$ cat config.mk
export PLATFORM = sky130hd
export DESIGN_NAME = regmov_seq
export DESIGN_NICKNAME = d
export VERILOG_FILES = /design/src/rtl/regmov_pkg.sv /design/src/rtl/regmov_pick.sv /design/src/rtl/regmov_ctrl.sv /design/src/rtl/regmov_sp.sv /design/src/rtl/regmov_seq.sv
export SDC_FILE = /design/constraint.sdc
export NUM_CORES = 1
export LEC_CHECK = 0
export BUFFER_PORTS_ARGS = -buffer_cell sky130_fd_sc_hd__buf_2
export CAP_MARGIN = 20
export CORE_AREA = 2 2 101 103
export DETAILED_ROUTE_END_ITERATION = 8
export DIE_AREA = 0 0 103 105
export GPL_ROUTABILITY_DRIVEN = 1
export PLACE_DENSITY = 0.83
export SKIP_LAST_GASP = 1
export SLEW_MARGIN = 20
export SYNTH_ARGS = -nofsm -noshare
export SYNTH_HDL_FRONTEND = slang
export SYNTH_SLANG_ARGS = --single-unit
$ cat constraint.sdc
create_clock -name clk -period 3.2 [get_ports clk]
set_input_delay 0.48 -clock clk [delete_from_list [all_inputs] [get_ports clk]]
set_output_delay 0.48 -clock clk [all_outputs]
set_load 0.03 [all_outputs]
$ cat src/rtl/regmov_pkg.sv
package regmov_pkg;
  localparam int ADDR_W     = 32;
  localparam int WORD_BYTES = 4;

  typedef enum logic {ST_IDLE, ST_XFER} st_e;

  // opcodes 0x8C..0x8F: bit1 = store, bit0 = upper bank
  function automatic logic op_legal(input logic [7:0] op);
    return op[7:2] == 6'b100011;
  endfunction

  function automatic logic op_store(input logic [7:0] op);
    return op[1];
  endfunction

  function automatic logic op_bank(input logic [7:0] op);
    return op[0];
  endfunction

  // one word step of the stack pointer
  function automatic logic [ADDR_W-1:0] sp_after(input logic [ADDR_W-1:0] sp,
                                                 input logic store);
    return store ? sp - ADDR_W'(WORD_BYTES) : sp + ADDR_W'(WORD_BYTES);
  endfunction

  // address a transfer uses given the stack pointer before it
  function automatic logic [ADDR_W-1:0] xfer_addr(input logic [ADDR_W-1:0] sp,
                                                  input logic store);
    return store ? sp - ADDR_W'(WORD_BYTES) : sp;
  endfunction
endpackage

$ cat src/rtl/regmov_pick.sv
module regmov_pick #(
  parameter int LIST_W = 8,
  localparam int IW = $clog2(LIST_W)
) (
  input  logic [LIST_W-1:0] mask,
  input  logic              descend,
  output logic [IW-1:0]     idx,
  output logic              any
);
  logic [LIST_W-1:0] rev;
  logic [LIST_W-1:0] ord;
  logic [IW-1:0]     pos;

  for (genvar g = 0; g < LIST_W; g++) begin : g_rev
    assign rev[g] = mask[LIST_W-1-g];
  end

  assign ord = descend ? rev : mask;

  always_comb begin
    pos = '0;
    for (int i = LIST_W - 1; i >= 0; i--) begin
      if (ord[i]) pos = IW'(i);
    end
  end

  assign idx = descend ? IW'(LIST_W - 1) - pos : pos;
  assign any = |mask;

  // the chosen position is always a pending bit
  always_comb begin
    if (any) begin
      assert_pick_set_R5: assert (mask[idx]);
    end
  end
endmodule

$ cat src/rtl/regmov_ctrl.sv
module regmov_ctrl
  import regmov_pkg::*;
#(
  parameter int LIST_W = 8,
  localparam int IW = $clog2(LIST_W)
) (
  input  logic              clk,
  input  logic              rst_n,
  input  logic              start,
  input  logic [7:0]        opcode,
  input  logic [LIST_W-1:0] reglist,
  input  logic              fire,
  input  logic [IW-1:0]     idx,
  output logic              accept,
  output logic              busy,
  output logic              store_q,
  output logic              bank_q,
  output logic [LIST_W-1:0] mask_q,
  output logic              done
);
  st_e               state;
  logic [LIST_W-1:0] clear;
  logic [LIST_W-1:0] mask_left;
  logic              last_fire;

  assign busy      = (state == ST_XFER);
  assign accept    = start && !busy && op_legal(opcode);
  assign clear     = fire ? (LIST_W'(1) << idx) : '0;
  assign mask_left = mask_q & ~clear;
  assign last_fire = fire && (mask_left == '0);

  always_ff @(posedge clk) begin
    if (!rst_n) begin
      state   <= ST_IDLE;
      mask_q  <= '0;
      store_q <= 1'b0;
      bank_q  <= 1'b0;
      done    <= 1'b0;
    end else begin
      done <= 1'b0;
      case (state)
        ST_IDLE: if (accept) begin
          store_q <= op_store(opcode);
          bank_q  <= op_bank(opcode);
          mask_q  <= reglist;
          if (reglist == '0) done  <= 1'b1;
          else               state <= ST_XFER;
        end
        ST_XFER: if (fire) begin
          mask_q <= mask_left;
          if (last_fire) begin
            state <= ST_IDLE;
            done  <= 1'b1;
          end
        end
        default: state <= ST_IDLE;
      endcase
    end
  end

  assert_empty_done_R6: assert property (@(posedge clk) disable iff (!rst_n)
    accept && (reglist == '0) |=> done && !busy);
  assert_busy_pending_R8: assert property (@(posedge clk) disable iff (!rst_n)
    busy |-> (mask_q != '0));
  assert_done_after_last_R8: assert property (@(posedge clk) disable iff (!rst_n)
    last_fire |=> done && !busy);
  assert_no_restart_R9: assert property (@(posedge clk) disable iff (!rst_n)
    busy && !fire |=> busy && $stable(mask_q) && $stable(store_q) && $stable(bank_q));
endmodule

$ cat src/rtl/regmov_sp.sv
module regmov_sp
  import regmov_pkg::*;
(
  input  logic              clk,
  input  logic              rst_n,
  input  logic              load,
  input  logic [ADDR_W-1:0] sp_in,
  input  logic              store,
  input  logic              step,
  output logic [ADDR_W-1:0] addr,
  output logic [ADDR_W-1:0] next
);
  logic [ADDR_W-1:0] sp_q;

  always_ff @(posedge clk) begin
    if (!rst_n)    sp_q <= '0;
    else if (load) sp_q <= sp_in;
    else if (step) sp_q <= next;
  end

  assign addr = xfer_addr(sp_q, store);
  assign next = sp_after(sp_q, store);

  assert_sp_stride_R2: assert property (@(posedge clk) disable iff (!rst_n)
    step && !load |=> (sp_q == $past(sp_q) + ADDR_W'(WORD_BYTES)) ||
                      (sp_q == $past(sp_q) - ADDR_W'(WORD_BYTES)));
endmodule

$ cat src/rtl/regmov_seq.sv
module regmov_seq
  import regmov_pkg::*;
#(
  parameter int LIST_W = 8,
  parameter int DATA_W = 32,
  localparam int IW    = $clog2(LIST_W),
  localparam int RIX_W = IW + 1
) (
  input  logic              clk,
  input  logic              rst_n,
  input  logic              start,
  input  logic [7:0]        opcode,
  input  logic [LIST_W-1:0] reglist,
  input  logic [ADDR_W-1:0] sp_in,
  output logic              busy,
  output logic              done,
  output logic              mem_valid,
  input  logic              mem_ready,
  output logic              mem_write,
  output logic [ADDR_W-1:0] mem_addr,
  output logic [DATA_W-1:0] mem_wdata,
  input  logic [DATA_W-1:0] mem_rdata,
  output logic [RIX_W-1:0]  rf_raddr,
  input  logic [DATA_W-1:0] rf_rdata,
  output logic              rf_we,
  output logic [RIX_W-1:0]  rf_waddr,
  output logic [DATA_W-1:0] rf_wdata,
  output logic              sp_we,
  output logic [ADDR_W-1:0] sp_wdata
);
  // named internal events
  logic              accept;
  logic              fire;
  logic              store_q;
  logic              bank_q;
  logic [LIST_W-1:0] mask_q;
  logic [IW-1:0]     idx;
  logic              any;
  logic [RIX_W-1:0]  cur_reg;
  logic              sp_reg_hit;
  logic [ADDR_W-1:0] sp_next;

  regmov_ctrl #(.LIST_W(LIST_W)) u_ctrl (
    .clk, .rst_n, .start, .opcode, .reglist,
    .fire, .idx, .accept, .busy, .store_q, .bank_q, .mask_q, .done
  );

  regmov_pick #(.LIST_W(LIST_W)) u_pick (
    .mask(mask_q), .descend(store_q), .idx, .any
  );

  regmov_sp u_sp (
    .clk, .rst_n, .load(accept), .sp_in, .store(store_q),
    .step(fire), .addr(mem_addr), .next(sp_next)
  );

  assign fire       = mem_valid && mem_ready;
  assign cur_reg    = {bank_q, idx};
  assign sp_reg_hit = (cur_reg == {RIX_W{1'b1}});

  assign mem_valid = busy && any;
  assign mem_write = store_q;
  assign rf_raddr  = cur_reg;
  assign mem_wdata = rf_rdata;
  assign rf_we     = fire && !store_q;
  assign rf_waddr  = cur_reg;
  assign rf_wdata  = mem_rdata;
  assign sp_we     = fire && !(!store_q && sp_reg_hit);
  assign sp_wdata  = sp_next;

  assert_hold_R7: assert property (@(posedge clk) disable iff (!rst_n)
    mem_valid && !mem_ready |=> mem_valid && $stable(mem_addr) &&
                                $stable(mem_write) && $stable(rf_raddr));
  assert_store_addr_R4: assert property (@(posedge clk) disable iff (!rst_n)
    sp_we && mem_write |-> sp_wdata == mem_addr);
  assert_load_addr_R3: assert property (@(posedge clk) disable iff (!rst_n)
    sp_we && !mem_write |-> sp_wdata == mem_addr + ADDR_W'(WORD_BYTES));
  assert_sp_load_wins_R10: assert property (@(posedge clk) disable iff (!rst_n)
    rf_we && (rf_waddr == {RIX_W{1'b1}}) |-> !sp_we);
  assert_idle_quiet_R1: assert property (@(posedge clk) disable iff (!rst_n)
    !busy |-> !mem_valid && !sp_we && !rf_we);
endmodule

Word-level counts from Yosys, hierarchy flattened
Index checks and enable logic that the tools add are counted.

Multiplexer cells: 28. Reduce and logical (&&, ||, !) cells: 17. Bitwise gates (word level): 3. Add/sub/neg operators: 3. Shifts and indexed selects: 1. Equality and inequality tests: 4.

Operators by type and width (count): $mux W32 (4); $add A32 B3 Y32 const B (1); $mux W8 (4); $sub A32 B3 Y32 const B (1); $mux W3 (9); $logic_not A8 Y1 (2); $pmux W8 S2 (1); $and A8 B8 Y8 (1); $logic_and A1 B1 Y1 (8); $mux W1 (8); $not A8 Y8 (1); $reduce_or A8 Y1 (1); $shl A1 B3 Y8 const A (1); $eq A6 B6 Y1 const B (1); $eq A4 B4 Y1 const B (1); $ne A2 B2 Y1 const B (2); $pmux W1 S2 (2); $reduce_and A2 Y1 (2); $logic_not A1 Y1 (3); $sub A3 B3 Y3 const A (1); $reduce_bool A2 Y1 (1); $not A1 Y1 (1).

Input bits: 116. Register bits after elaboration: 44. Output and inout bits: 142.

Depth between registers and ports, before layout
Word-level depth: 20. Gate-level depth with buffers: 10. Gate-level depth less buffers: 8.

Hierarchy
A second synthesis with hierarchy kept.

Cell total of the unflattened synthesis: 658. Area, all modules: 4947.2 µm².

By module, submodules not included: regmov_sp (cells an instance 475, sequential area each 640.6 µm², area an instance 3439.5 µm², instances 1); regmov_ctrl (cells an instance 86, sequential area each 240.2 µm², area an instance 800.8 µm², instances 1); regmov_seq (cells an instance 74, sequential area each 0.0 µm², area an instance 564.3 µm², instances 1); regmov_pick (cells an instance 23, sequential area each 0.0 µm², area an instance 142.6 µm², instances 1).

Least setup slack after synthesis
Ideal clock, no wire load.

Path kind: reg-to-output. From: reg u_ctrl.store_q. To: out sp_wdata[28]. Arrival: 2621 ps. Required time: 2720 ps. Slack: 99 ps. Cell stages (with the launch flop): 8. Cells stage by stage: dfxtp_1 > buf_4 > nor4b_4 > nand4_1 > or4_1 > nor3_2 > a41oi_1 > xnor2_1.

Cells in the longest elaborated chain, start to end: 1.

Ends and longest elaborated chain: from (decl) (line regmov_ctrl.sv:16) `output logic store_q,`; from (signal assigned) (line regmov_ctrl.sv:43) `store_q <= op_store(opcode);`; $mux W32 (line regmov_pkg.sv:23) `return store ? sp - ADDR_W'(WORD_BYTES) : sp + ADDR_W'(WORD_BYTES);`; to (decl) (line regmov_seq.sv:29) `output logic [ADDR_W-1:0] sp_wdata`.

Every way passes these cells.

Final worst setup path
From: reg u_sp.sp_q[11]. To: out sp_wdata[31].

Cells in the longest elaborated chain, start to end: 2.

Ends and longest elaborated chain: from (decl) (line regmov_sp.sv:13) `logic [ADDR_W-1:0] sp_q;`; from (signal assigned) (line regmov_sp.sv:17) `else if (load) sp_q <= sp_in;`; from (signal assigned) (line regmov_sp.sv:18) `else if (step) sp_q <= next;`; $add A32 B3 Y32 or $sub A32 B3 Y32 (tied branches) (line regmov_pkg.sv:23); $mux W32 * (line regmov_pkg.sv:23).

Every way passes the cells marked *; elsewhere a longest branch is shown, timed or not.

==> impl_metrics.csv <==
group,metric,value,unit
global_route,grt_pass1_wl,20.3,mm
route,final_antenna_net_count,0,
sta,worstMarginPinSlew,0.679,ns
worst_setup_path,worstSetupPathType,"reg2out",
synthesis,ys.flop_type,"dfxtp_1",
clocking,numCtsBuffers,5,
worst_setup_path,worstPathArrival,2.72,ns
global_route,grt_max_degree,45,
synthesis,synth_compound_area_share,20.9,%
pwr,vdd_drop_max,0.126,mV
place,pre_cts_slack,0.250,ns
clocking,cts_max_path_buffers,2,
synthesis,async_reset_ff_share,0,%
synthesis,synth_nets,708,
min_path,worstHoldStart,"opcode[0]",
worst_setup_path,r2r-start,"u_sp.sp_q[11]",
layout,area_delta_synth_final,6.84,%
synthesis,ys_seq_elements,44,
sta,slew_headroom,54.3,%
die,initial_core_util,44.4,%
route,drcViolationCount,0,
sta,setup_viol,1,
synthesis,synth_xor_area_share,11.3,%
clocking,ctsHoldBuffers,0,
pwr,p_total,0.00105,W
clocking,cts-root-buf,"clkbuf_8",
layout,n_antenna_cell,0,
worst_setup_path,startpoint,"u_sp.sp_q[11]",
route,wl_per_cell,17.3,um
outcome,violations,"setup timing",
layout,drive_gt1_share,28.2,%
sta,finClkSkew,0.0145,ns
global_route,grt_pass1_vias,4029,
sta,drv_slew,0,
worst_setup_path,crit_path_start_kind,"flip-flop",
pwr,leakagePower,2.07,nW
synthesis,synth_fa_ha_area_share,1.90,%
place,dp.cells,741,
sta,finalHoldViolCount,0,
sta,finalCritPeriodShare,100,%
die,die_y,105,um
flow_run,maxCapViolCount,0,
sta,setup_ws,-0.000516,ns
clocking,clkTransAtPathRegs,0.09,ns
route,via_per_inst,5.88,
synthesis,syn_inst,588,
route,wl,13.0,mm
clocking,clk_latency,0.31,ns
worst_setup_path,worstPathMaxFanout,9,
die,std_cell_rows,36,
die,core_area,0.00964,sq mm
synthesis,ys_seq_area_share,20.6,%
die,dieArea,0.0108,sq mm
route,first_pass_iters,5,
route,vias,4408,
min_path,hold_class,"in2reg",
sta,fmax,0.312,GHz
outcome,status,"finished, violations left",
place,placed_area,0.00443,sq mm
synthesis,synth_area_per_cell,7.28,sq um
synthesis,synth_top_family_by_area,"simple AND/OR/NAND/NOR gates",
clocking,htreeDepth,2,
synthesis,yosys.area_share.simple,24.2,%
sta,period_minus_slack,3.20,ns
route,drtIter0Drc,333,
place,port_buffers,129,
synthesis,synth.area.mux_share,2.11,%
layout,fin_nets,736,
place,gp_congestion,0.942,
pwr,p_per_area,229,mW/mm^2
synthesis,yosysWarnings,0,
layout,stdcell_area,0.00457,sq mm
clocking,cts_tree,"yes",
global_route,grt_usage,23.2,%
synthesis,synth_cell_types,64,
die,die_w,103,um
worst_setup_path,worst_setup_path_end_kind,"output pin",
synthesis,netlist_area,0.00428,sq mm
global_route,grt_overflow,0,
layout,layout_common_cells,"buf_2, nand2_1, a21oi_1, dfxtp_1, nor2_1",
layout,fillers,961,
layout,final_cells,750,
global_route,grt_antenna_before_repair,0,
layout,final_common_cell,"buf_2",
synthesis,synth_edf_count,0,
die,ioPinCount,258,
clocking,clock_sinks,44,
worst_setup_path,required,2.72,ns
place,detailed_place_hpwl,9.54,mm
sta,rsz0062_at_grt,"true",
where the power goes:
group / internal, W / leakage (nW) / switching, W
sequential: 0.000549 / 0.355 / 0.00000483
combinational: 0.0000415 / 1.66 / 0.0000617
clock: 0.000173 / 0.0510 / 0.000216
total: 0.000764 / 2.07 / 0.000282
path summary, 6_finish.rpt:
kind / cells after the start / slack, ns / to
setup / recovery: 6 / -0.0005 / sp_wdata[31]
hold / removal: 3 / 0.40 / u_ctrl.bank_q
setup reg to reg: 6 / 0.71 / u_sp.sp_q[31]
hold reg to reg: 2 / 0.52 / u_sp.sp_q[0]
cell usage after synthesis, drive strengths merged, types with 16 or more instances:
cell,instances,share of area [%]
a21oi,50,5.9
a22oi,23,4.0
buf,86,15
clkbuf,34,3.0
dfxtp,44,21
nand2,58,5.1
nand3,16,1.9
nor2,35,3.1
nor3,22,2.9
o21ai,22,2.6
xnor2,31,6.3
xor2,24,4.9
per-stage QoR:
| step | utilization (%) | TNS (ns) | hold slack (ns) |
|---|---|---|---|
| final | 47.4 | -0.000516 | 0.405 |
| after global routing | 47.4 | -0.311 | 0.424 |
| after CTS | 47.0 | 0 | 0.407 |
| after detailed placement | 46.0 | 0 | 0.504 |
| after global placement | 46.0 | 0 | 0.489 |
| after floorplan | - | 0 | 0.486 |
critical path: stages, from the launching register on:
cell and delay (ns):
dfxtp_1 0.52, nand4_1 0.22, or3_1 0.50, or2_1 0.30
o41ai_2 0.48, xor2_1 0.19, buf_2 0.21
cells by family (layout without fill, tap and decap cells):
family	count (synthesis)	in the layout
adders and majority gates	7	7
muxes	9	9
AOI/OAI and AO/OA	140	140
DFF	44	44
and+or+nand+nor	198	198
buffers and inverters	135	164
xor gates and xnor gates	55	55
flip-flops by register name (all words and copies together) (netlist names):
| signal | cells |
|---|---|
| u_sp.sp_q | 32 |
| u_ctrl.mask_q | 8 |
| u_ctrl.bank_q | 1 |
| u_ctrl.busy | 1 |
| u_ctrl.done | 1 |
| u_ctrl.store_q | 1 |
metal layers:
metal  vias up  wire length [um]  track usage [%]
met5         -                 0                0
met1      2025              5260             29.6
met4         0               366             7.99
met2       276              6050             37.7
met3        50              1310             5.75
li1       2057                 -                -
layout make-up:
type                    instances  area [sq um]  share of cell area (%)
clock inverters                 2          10.0                   0.219
well taps                     133           166                    3.64
clock buffers                   6          82.6                    1.81
inverters                      15          56.3                    1.23
repair buffers                141           736                    16.1
multi-input cells             409          2640                    57.7
flip-flops and latches         44           883                    19.3
timing repair:
item                                    in CTS  in global routing
buffers inserted                             0                  1
gates resized for setup                      2                  7
endpoints found under the setup margin       2                 13
Note: power is estimated with default switching activity, not from simulation.
